File: src/rtl/i2csr_pkg.sv
package i2csr_pkg;
  typedef enum logic [3:0] {
    PH_IDLE,     // bus released, waiting
    PH_HOLD,     // start done, both lines held low
    PH_PREP,     // SDA released, SCL unchanged
    PH_SCLHI,    // SCL released, sample at end
    PH_RECLO,    // recovery pulse low phase
    PH_STPLO,    // stop: SCL low, SDA released
    PH_STPSDA,   // stop: SCL low, SDA low
    PH_STPHI,    // stop: SCL released, SDA low
    PH_STPREL,   // stop: SDA released while SCL high
    PH_STASDA,   // start: SDA low while SCL high
    PH_STASCL    // start: SCL pulled low
  } phase_e;
endpackage

File: src/rtl/i2csr_sync.sv
module i2csr_sync #(
  parameter int STAGES = 2,
  parameter int WIDTH  = 2
) (
  input  logic             clk,
  input  logic             rst_n,
  input  logic [WIDTH-1:0] d,
  output logic [WIDTH-1:0] q
);
  genvar b;
  generate
    for (b = 0; b < WIDTH; b++) begin : g_bit
      logic [STAGES-1:0] sh_q;
      always_ff @(posedge clk or negedge rst_n) begin
        if (!rst_n) sh_q <= '1;
        else        sh_q <= {sh_q[STAGES-2:0], d[b]};
      end
      assign q[b] = sh_q[STAGES-1];
    end
  endgenerate
endmodule

File: src/rtl/i2csr_tick.sv
module i2csr_tick #(
  parameter int HALF_CNT = 8
) (
  input  logic clk,
  input  logic rst_n,
  input  logic run,
  output logic tick
);
  localparam int CW = (HALF_CNT > 1) ? $clog2(HALF_CNT) : 1;
  localparam logic [CW-1:0] LAST = CW'(HALF_CNT - 1);

  logic [CW-1:0] cnt_q, cnt_d;

  always_comb begin
    tick  = run && (cnt_q == LAST);
    cnt_d = cnt_q;
    if (!run)      cnt_d = '0;
    else if (tick) cnt_d = '0;
    else           cnt_d = cnt_q + 1'b1;
  end

  always_ff @(posedge clk or negedge rst_n) begin
    if (!rst_n) cnt_q <= '0;
    else        cnt_q <= cnt_d;
  end
endmodule

File: src/rtl/i2c_start_recover.sv
module i2c_start_recover #(
  parameter int HALF_CNT   = 8,
  parameter int MAX_PULSES = 9,
  parameter int SYNC_STAGES = 2
) (
  input  logic clk,
  input  logic rst_n,
  input  logic start_req,
  input  logic scl_in,
  input  logic sda_in,
  output logic scl_oe,
  output logic sda_oe,
  output logic done,
  output logic recovered,
  output logic fault
);
  import i2csr_pkg::*;

  localparam int PW = $clog2(MAX_PULSES + 1);
  localparam logic [PW-1:0] PMAX = PW'(MAX_PULSES);

  // reset release: assert asynchronously, release synchronously
  logic [1:0] rst_sh_q;
  logic       rst_int_n;
  always_ff @(posedge clk or negedge rst_n) begin
    if (!rst_n) rst_sh_q <= 2'b00;
    else        rst_sh_q <= {rst_sh_q[0], 1'b1};
  end
  assign rst_int_n = rst_sh_q[1];

  logic [1:0] line_s;
  logic       scl_s, sda_s;
  i2csr_sync #(.STAGES(SYNC_STAGES), .WIDTH(2)) u_sync (
    .clk(clk), .rst_n(rst_int_n), .d({scl_in, sda_in}), .q(line_s)
  );
  assign scl_s = line_s[1];
  assign sda_s = line_s[0];

  phase_e        ph_q, ph_d;
  logic [PW-1:0] pls_q, pls_d;
  logic          keep_q, keep_d;
  logic          done_q, done_d;
  logic          rec_q, rec_d;
  logic          flt_q, flt_d;
  logic          scl_q, scl_d;
  logic          sda_q, sda_d;
  logic          run, tick;

  assign run = (ph_q != PH_IDLE) && (ph_q != PH_HOLD);

  i2csr_tick #(.HALF_CNT(HALF_CNT)) u_tick (
    .clk(clk), .rst_n(rst_int_n), .run(run), .tick(tick)
  );

  always_comb begin
    ph_d   = ph_q;
    pls_d  = pls_q;
    keep_d = keep_q;
    done_d = 1'b0;
    rec_d  = rec_q;
    flt_d  = flt_q;
    case (ph_q)
      PH_IDLE, PH_HOLD: begin
        if (start_req) begin
          ph_d   = PH_PREP;
          pls_d  = '0;
          rec_d  = 1'b0;
          flt_d  = 1'b0;
          keep_d = (ph_q == PH_HOLD);
        end
      end
      PH_PREP:   if (tick) ph_d = PH_SCLHI;
      PH_SCLHI: begin
        if (tick) begin
          if (!scl_s) begin
            flt_d = 1'b1;
            ph_d  = PH_IDLE;
          end else if (sda_s) begin
            ph_d = (pls_q == '0) ? PH_STASDA : PH_STPLO;
          end else if (pls_q == PMAX) begin
            flt_d = 1'b1;
            ph_d  = PH_IDLE;
          end else begin
            ph_d  = PH_RECLO;
            pls_d = pls_q + 1'b1;
            rec_d = 1'b1;
          end
        end
      end
      PH_RECLO:  if (tick) ph_d = PH_SCLHI;
      PH_STPLO:  if (tick) ph_d = PH_STPSDA;
      PH_STPSDA: if (tick) ph_d = PH_STPHI;
      PH_STPHI: begin
        if (tick) begin
          if (!scl_s) begin
            flt_d = 1'b1;
            ph_d  = PH_IDLE;
          end else begin
            ph_d = PH_STPREL;
          end
        end
      end
      PH_STPREL: if (tick) ph_d = PH_STASDA;
      PH_STASDA: if (tick) ph_d = PH_STASCL;
      PH_STASCL: begin
        if (tick) begin
          ph_d   = PH_HOLD;
          done_d = 1'b1;
        end
      end
      default: ph_d = PH_IDLE;
    endcase
  end

  // registered line enables, decoded from the next phase
  always_comb begin
    case (ph_d)
      PH_HOLD, PH_RECLO, PH_STPLO, PH_STPSDA, PH_STASCL: scl_d = 1'b1;
      PH_PREP: scl_d = keep_d;
      default: scl_d = 1'b0;
    endcase
    case (ph_d)
      PH_HOLD, PH_STPSDA, PH_STPHI, PH_STASDA, PH_STASCL: sda_d = 1'b1;
      default: sda_d = 1'b0;
    endcase
  end

  always_ff @(posedge clk or negedge rst_int_n) begin
    if (!rst_int_n) begin
      ph_q   <= PH_IDLE;
      pls_q  <= '0;
      keep_q <= 1'b0;
      done_q <= 1'b0;
      rec_q  <= 1'b0;
      flt_q  <= 1'b0;
      scl_q  <= 1'b0;
      sda_q  <= 1'b0;
    end else begin
      ph_q   <= ph_d;
      pls_q  <= pls_d;
      keep_q <= keep_d;
      done_q <= done_d;
      rec_q  <= rec_d;
      flt_q  <= flt_d;
      scl_q  <= scl_d;
      sda_q  <= sda_d;
    end
  end

  assign scl_oe    = scl_q;
  assign sda_oe    = sda_q;
  assign done      = done_q;
  assign recovered = rec_q;
  assign fault     = flt_q;
endmodule

File: config.mk
export PLATFORM = sky130hd
export DESIGN_NAME = i2c_start_recover
export DESIGN_NICKNAME = d
export VERILOG_FILES = /design/src/rtl/i2csr_pkg.sv /design/src/rtl/i2csr_sync.sv /design/src/rtl/i2csr_tick.sv /design/src/rtl/i2c_start_recover.sv
export SDC_FILE = /design/constraint.sdc
export NUM_CORES = 1
export LEC_CHECK = 0
export BUFFER_PORTS_ARGS = -buffer_cell sky130_fd_sc_hd__buf_2
export CAP_MARGIN = 20
export CORE_ASPECT_RATIO = 0.8
export CORE_MARGIN = 5
export CORE_UTILIZATION = 52
export CTS_CLUSTER_SIZE = 8
export DETAILED_ROUTE_END_ITERATION = 12
export GPL_TIMING_DRIVEN = 1
export PLACE_DENSITY = 0.73
export SYNTH_ARGS = -nofsm -noshare
export SYNTH_HDL_FRONTEND = slang
export SYNTH_HIERARCHICAL = 1
export SYNTH_SLANG_ARGS = --single-unit
File: constraint.sdc
create_clock -name clk -period 0.8 [get_ports clk]
set_clock_uncertainty 0.2 [all_clocks]
set_input_delay 0.12 -clock clk [delete_from_list [all_inputs] [get_ports clk]]
set_output_delay 0.12 -clock clk [all_outputs]
set_load 0.005 [all_outputs]
## Word-level counts from Yosys, hierarchy flattened

Cells that the tools add are included.
Widths: inputs -> output; s select.

| operators by class | value |
|---|---|
| $add $sub $neg | 2 |
| equality and inequality tests | 30 |
| mux-type cells | 42 |
| reductions and logical operators | 13 |

Operators with widths:

| kind | number |
|---|---|
| $mux 4 | 18 |
| $pmux 4 s9 | 1 |
| $eq 4x3->1 const B | 8 |
| $eq 4x4->1 const B | 6 |
| $mux 1 | 16 |
| $eq 4x2->1 const B | 3 |
| $ne 2x2->1 const B | 6 |
| $reduce_or 5->1 | 2 |
| $mux 3 | 3 |
| $eq 4x1->1 const B | 2 |
| $logic_not 4->1 | 2 |
| $pmux 4 s2 | 1 |
| $reduce_and 7->1 | 1 |
| $ne 3x3->1 const B | 2 |
| $reduce_and 6->1 | 1 |
| $add 4x1->4 const B | 1 |
| $ne 4x1->1 const B | 1 |
| $pmux 1 s2 | 2 |
| $reduce_bool 4->1 | 1 |
| $reduce_or 2->1 | 2 |
| $add 3x1->3 const B | 1 |
| $eq 3x3->1 const B | 1 |
| $pmux 1 s3 | 1 |
| $reduce_bool 3->1 | 1 |
| 3 further kinds | 4 |

| storage, ports and cells | value |
|---|---|
| register bits | 23 |
| bits of input ports | 5 |
| output and inout bits | 5 |
| logic and storage cells | 99 |

## Logic depth before layout (Yosys ltp)

| depth | value |
|---|---|
| depth in word-level cells | 9 |
| gate-level depth with buffers | 10 |
| gate-level depth less buffers | 8 |

## Hierarchy

The synthesis kept the hierarchy.

By module, submodules not included:

| module | instances | cells an instance | area an instance (um^2) | sequential area each (um^2) |
|---|---|---|---|---|
| i2c_start_recover | 1 | 103 | 991.0 | 400.4 |
| i2csr_tick | 1 | 9 | 135.1 | 75.1 |
| i2csr_sync | 1 | 6 | 120.1 | 105.1 |

## Worst setup path before layout

Ideal clock, no wire load.

| timing path | value |
|---|---|
| path kind | reg-to-reg |
| start point | reg ph_q[1] |
| end point | reg sda_q, in the netlist sda_oe |
| setup time | 0.069 ns |
| arrival time | 2.333 ns |
| setup slack | -1.801 ns |
| stages on the path, launching flop included | 10 |
| buffers on the path | 2 |
| period minus slack after synthesis | 2.601 ns |
| cells stage by stage | dfrtp_1 -> buf_4 -> buf_2 -> or3_2 -> and2_2 -> and2b_1 -> nor3b_1 -> o311ai_4 -> or3b_1 -> nand3_1 |

| on the way | value |
|---|---|
| word-level cells in the longest chain between the ends | 8 |

Ends and longest elaborated chain:

| item | line | source |
|---|---|---|
| start, declared | i2c_start_recover.sv:39 | `phase_e ph_q, ph_d;` |
| start signal, assigned | i2c_start_recover.sv:139 | `ph_q <= ph_d;` |
| $ne 4x1->1 / $reduce_bool 4->1 (equally long branches) | i2c_start_recover.sv:49 | `assign run = (ph_q != PH_IDLE) && (ph_q != PH_HOLD);` |
| $logic_and 1x1->1 (*) | i2c_start_recover.sv:49 |  |
| named net run | i2c_start_recover.sv:47 | `logic run, tick;` |
| $logic_and 1x1->1 (*) | i2csr_tick.sv:15 | `tick = run && (cnt_q == LAST);` |
| named net tick | i2c_start_recover.sv:47 |  |
| $mux 4 (tied with other cells) | i2c_start_recover.sv:106 | `if (tick) begin` |
| $pmux 4 s9 (*) | i2c_start_recover.sv:62 | `case (ph_q)` |
| named net ph_d[0] | i2c_start_recover.sv:39 |  |
| $eq 4x1->1 (tied with other cells) | i2c_start_recover.sv:122 | `case (ph_d)` |
| $reduce_or 5->1 (*) | i2c_start_recover.sv:122 |  |
| $mux 1 (*) | i2c_start_recover.sv:122 |  |
| named net sda_d | i2c_start_recover.sv:46 | `logic sda_q, sda_d;` |
| end signal, assigned | i2c_start_recover.sv:137 | `sda_q <= 1'b0;` |
| end signal, assigned | i2c_start_recover.sv:146 | `sda_q <= sda_d;` |
| end, declared | i2c_start_recover.sv:46 |  |

Mark *: on every way through the listed nets, which the timed path passes. The rest lies on a longest branch.
A chain may end at the register's enable or synchronous reset.

## Worst setup path after layout

| timing path | value |
|---|---|
| start point | reg ph_q[3] |
| end point | reg scl_q, in the netlist scl_oe |

| on the way | value |
|---|---|
| word-level cells in the longest chain between the ends | 8 |

Ends and longest elaborated chain:

| item | line | source |
|---|---|---|
| $ne 4x1->1 / $reduce_bool 4->1 (equally long branches) | i2c_start_recover.sv:49 |  |
| $logic_and 1x1->1 (*) | i2c_start_recover.sv:49 |  |
| named net run | i2c_start_recover.sv:47 |  |
| $logic_and 1x1->1 (*) | i2csr_tick.sv:15 |  |
| named net tick | i2c_start_recover.sv:47 |  |
| $mux 4 (tied with other cells) | i2c_start_recover.sv:106 |  |
| $pmux 4 s9 (*) | i2c_start_recover.sv:62 |  |
| named net ph_d[0] | i2c_start_recover.sv:39 |  |
| $eq 4x1->1 (tied with other cells) | i2c_start_recover.sv:117 | `case (ph_d)` |
| $reduce_or 5->1 | i2c_start_recover.sv:117 |  |
| $pmux 1 s2 (*) | i2c_start_recover.sv:117 |  |
| named net scl_d | i2c_start_recover.sv:45 | `logic scl_q, scl_d;` |
| end signal, assigned | i2c_start_recover.sv:145 | `scl_q <= scl_d;` |
| end, declared | i2c_start_recover.sv:45 |  |

Marks and branches as above.

==> Implementation_results.wiki <==
{| class="wikitable"
! Metric !! Value
|-
| Result of the run || finished, violations left
|-
| Failing checks || negative hold slack, negative setup slack
|-
| Setup tns final || -20330 ps
|-
| Nets@finish || 174
|-
| Global-route total usage across every layer || 18.6%
|-
| Cell count after synthesis || 118
|-
| Total CTS buffers || 3
|-
| Total of flip-flops plus latches after synthesis || 23
|-
| Worst EP arrival || 2310 ps
|-
| Beginning of the worst register-to-register path || ph_q[3]$_DFF_PN0_
|-
| Setup repair after global routing missed its margin || yes
|-
| Post-synthesis adder-cell area fraction || 5.02%
|-
| Top cell type's share of synthesized area || 38.2%
|-
| Rows || 15
|-
| Routed wire length || 3070 µm
|-
| Type of element capturing the critical path || flip-flop
|-
| Number of setup violations in the final report || 22
|-
| R2R depth || 8
|-
| Library cells used by synthesis || 46
|-
| Synthesis-to-layout area growth || 40.3%
|-
| Chip height || 53.8 µm
|-
| P per Cell Area || 3480 nW/µm²
|-
| Initial antenna violation count || 0
|-
| Post-Synth Simple-Gate Area || about 22%
|-
| Initial drt markers || 46
|-
| Share of final-layout standard cells stronger than drive strength 1 || about half
|-
| Number of enable flip-flop cells after synthesis || 0
|-
| Synth Area in Compound Gates || 17.7%
|-
| Max Clk Rate || ~440 MHz
|-
| Number of failing hold endpoints at the final stage || 4
|-
| # clock sinks || 23
|-
| Dominant combinational cell family by area after synthesis || simple AND/OR/NAND/NOR gates
|-
| Total congestion overflow || 0
|-
| Nets in the synthesized netlist || roughly 130
|-
| Deepest clock path buffer count || 2
|-
| Class of the worst hold path || in -> async
|-
| Largest net degree at the start of global routing || 18
|-
| Detail-routed net length per standard cell || 16.3 µm
|-
| Post-route ant nets || 0
|-
| Maximum fanout along the worst path || 4
|-
| Data required time at the worst endpoint || ~820 ps
|-
| Maximum level of the CTS H-tree || 1
|-
| Critical Path Source Type || flip-flop
|-
| CORE AREA || 2210 µm²
|-
| Worst hold margin || -113 ps
|-
| Post-cts hold buffer count || 3
|-
| Global-route wire length before repair || 4840 µm
|-
| First drt pass iteration count || 4
|-
| End of the worst register-to-register path || scl_oe$_DFF_PN0_
|-
| Worst IR drop on VDD || 0.00315 V
|-
| Final critical delay including setup and external delays || around 2300 ps
|-
| Gpl congestion || 0.888
|-
| Ys Warns || 6
|-
| Worst-case register-to-register setup slack || -1490 ps
|-
| Cell taking the most area after synthesis || dfrtp_1
|-
| Slack of the critical path || -1490 ps
|-
| Later-pin clock latency in the skew report || 320 ps
|-
| Crit. Startpoint || ph_q[3]$_DFF_PN0_
|-
| Post-Synth XOR/XNOR Area || 1.41%
|-
| Horiz. Die Dim || 64.7 µm
|-
| Static power due to leakage || 0.799 nW
|-
| Proportion of synthesized area in mux cells || 0%
|-
| # port buffers || 9
|-
| Mapped cell area || 1250 µm²
|-
| Synth area leaders || dfrtp_1 (38%), dfstp_2 (8.4%), ha_1 (5.0%)
|-
| Category of the most critical setup path || reg -> reg
|-
| Initial Util || ~56%
|-
| Detailed-route vias per instance || 5.70
|-
| Clock-pin slew reported for the worst setup and hold paths after clock tree synthesis || between 100 and 150 ps
|-
| Vias in the first global route || 1050
|-
| Async set or reset register ratio after synthesis || 100%
|-
| Via count of the routed design || about 1100
|-
| Inserted Diodes || 0
|-
| Post-layout power || 0.00609 W
|-
| CTS tree || yes
|-
| DRC violation count after routing || 0
|-
| Fraction of the cycle the final worst path needs || 287%
|-
| Root buf cell || clkbuf_4
|-
| Count of max-cap constraint violations || 0
|-
| Top_reg_cell synth || dfrtp_1
|-
| DP HPWL || 2010 µm
|-
| Number of pins with negative max-slew slack in the final report || 0
|-
| Seq/Total Area, Yosys || 46.6%
|-
| Total die area || 3480 µm²
|-
| Mean instance size in the synthesized netlist || 10.6 µm²
|-
| Top-level port count || 10
|}
[per-stage QoR]
stage               instances  setup slack, ps  util [%]  area (µm²)
CTS                       183            -1460      76.3        1690
detailed placement        174            -1510      69.3        1540
finish                    188            -1490      78.9        1750
global placement          174            -1430      69.3        1540
global route              188            -1560      78.9        1750
floorplan                 118            -1570         -        1280
[registers in the layout, summed over array words and instances, names as in the netlist]
signal,count
u_sync/g_bit.sh_q,4
fault,1
done,1
keep_q,1
recovered,1
ph_q,4
sda_oe,1
pls_q,4
rst_sh_q,2
scl_oe,1
u_tick/cnt_q,3
[layer usage]
layer  up-vias  wire (µm)  GRT usage [%]
met3         6        106           4.59
met4         0         26           5.96
met5         -          0              0
met2        21       1600           32.8
li1        505          -              -
met1       539       1330           22.6
[critical path, cell delays in order, from the launching register on]
cell	delay, ps
dfrtp_1	420
or3_4	390
and2_4	170
and2b_2	240
a32oi_2	220
o311ai_4	160
buf_4	170
a211oi_2	130
o21ai_1	80
[synth_stat cells (2+ instances only)]
| cell type | instances |
|---|---|
| buf_6 | 2 |
| a21oi_1 | 3 |
| and3b_1 | 2 |
| nand2_1 | 11 |
| nor2_1 | 5 |
| o21ai_0 | 7 |
| o21ai_1 | 2 |
| dfrtp_1 | 19 |
| ha_1 | 5 |
| inv_1 | 6 |
| buf_4 | 4 |
| nor3_1 | 2 |
| nand3b_1 | 2 |
| dfstp_2 | 4 |
| a31oi_1 | 3 |
| nand3_1 | 4 |
| and2b_1 | 3 |
| a21o_1 | 2 |
| nor3b_1 | 2 |
| buf_2 | 2 |
| nand2b_1 | 2 |
| a22o_1 | 2 |
[power breakdown]
| part | switching (W) | internal [W] |
|---|---|---|
| sequential | 0.000238 | 0.00154 |
| clock | 0.000364 | 0.000192 |
| combinational | 0.00180 | 0.00196 |
| total | 0.00240 | 0.00369 |
[how the worst max path moves through the flow]
stage                                   to  slack, ps  cells past startpoint
after global routing      scl_oe$_DFF_PN0_      -1560                      8
final                     scl_oe$_DFF_PN0_      -1490                      8
after detailed placement  sda_oe$_DFF_PN0_      -1510                      8
after CTS                 scl_oe$_DFF_PN0_      -1460                      8
after floorplan           sda_oe$_DFF_PN0_      -1570                      9
after global placement    sda_oe$_DFF_PN0_      -1430                      8
[area by class of cell]
cell class,instances,area [µm²]
fill,133,467
clock inverter,1,7.51
multi-input combinational,81,686
clock buffer,3,22.5
timing repair buffer,49,397
inverter,6,22.5
sequential,23,582
tap,25,31.3
[cell families (layout without fill, tap and decap cells)]
kind of cell,Yosys count,count (layout)
AND/OR/NAND/NOR,44,44
AO/OA/AOI/OAI,29,29
flip-flops,23,23
buffers and inverters,14,59
adder cells (fa/ha/maj),5,5
XOR/XNOR,2,2
other,1,1
[what timing repair did]
| action | CTS | global route |
|---|---|---|
| setup endpoints to repair | 22 | 23 |
| pin swaps | 7 | 4 |
| gates cloned | 0 | 0 |
| resized for setup | 22 | 5 |
| endpoints found under the hold margin | 6 | 4 |
| setup buffers | 2 | 5 |
[layout by cell type, fill, tap and decap left out, types with 3 or more instances in the layout]
master / n
nor2_1: 4
and2b_2: 3
dfrtp_1: 18
dlygate4sd3_1: 3
o21ai_1: 5
nand2_1: 8
ha_1: 3
buf_4: 31
clkbuf_4: 3
nand3_1: 3
buf_6: 3
inv_1: 6
buf_2: 9
dfstp_2: 4
o21ai_0: 3
Note: power is estimated with default switching activity, not from simulation.
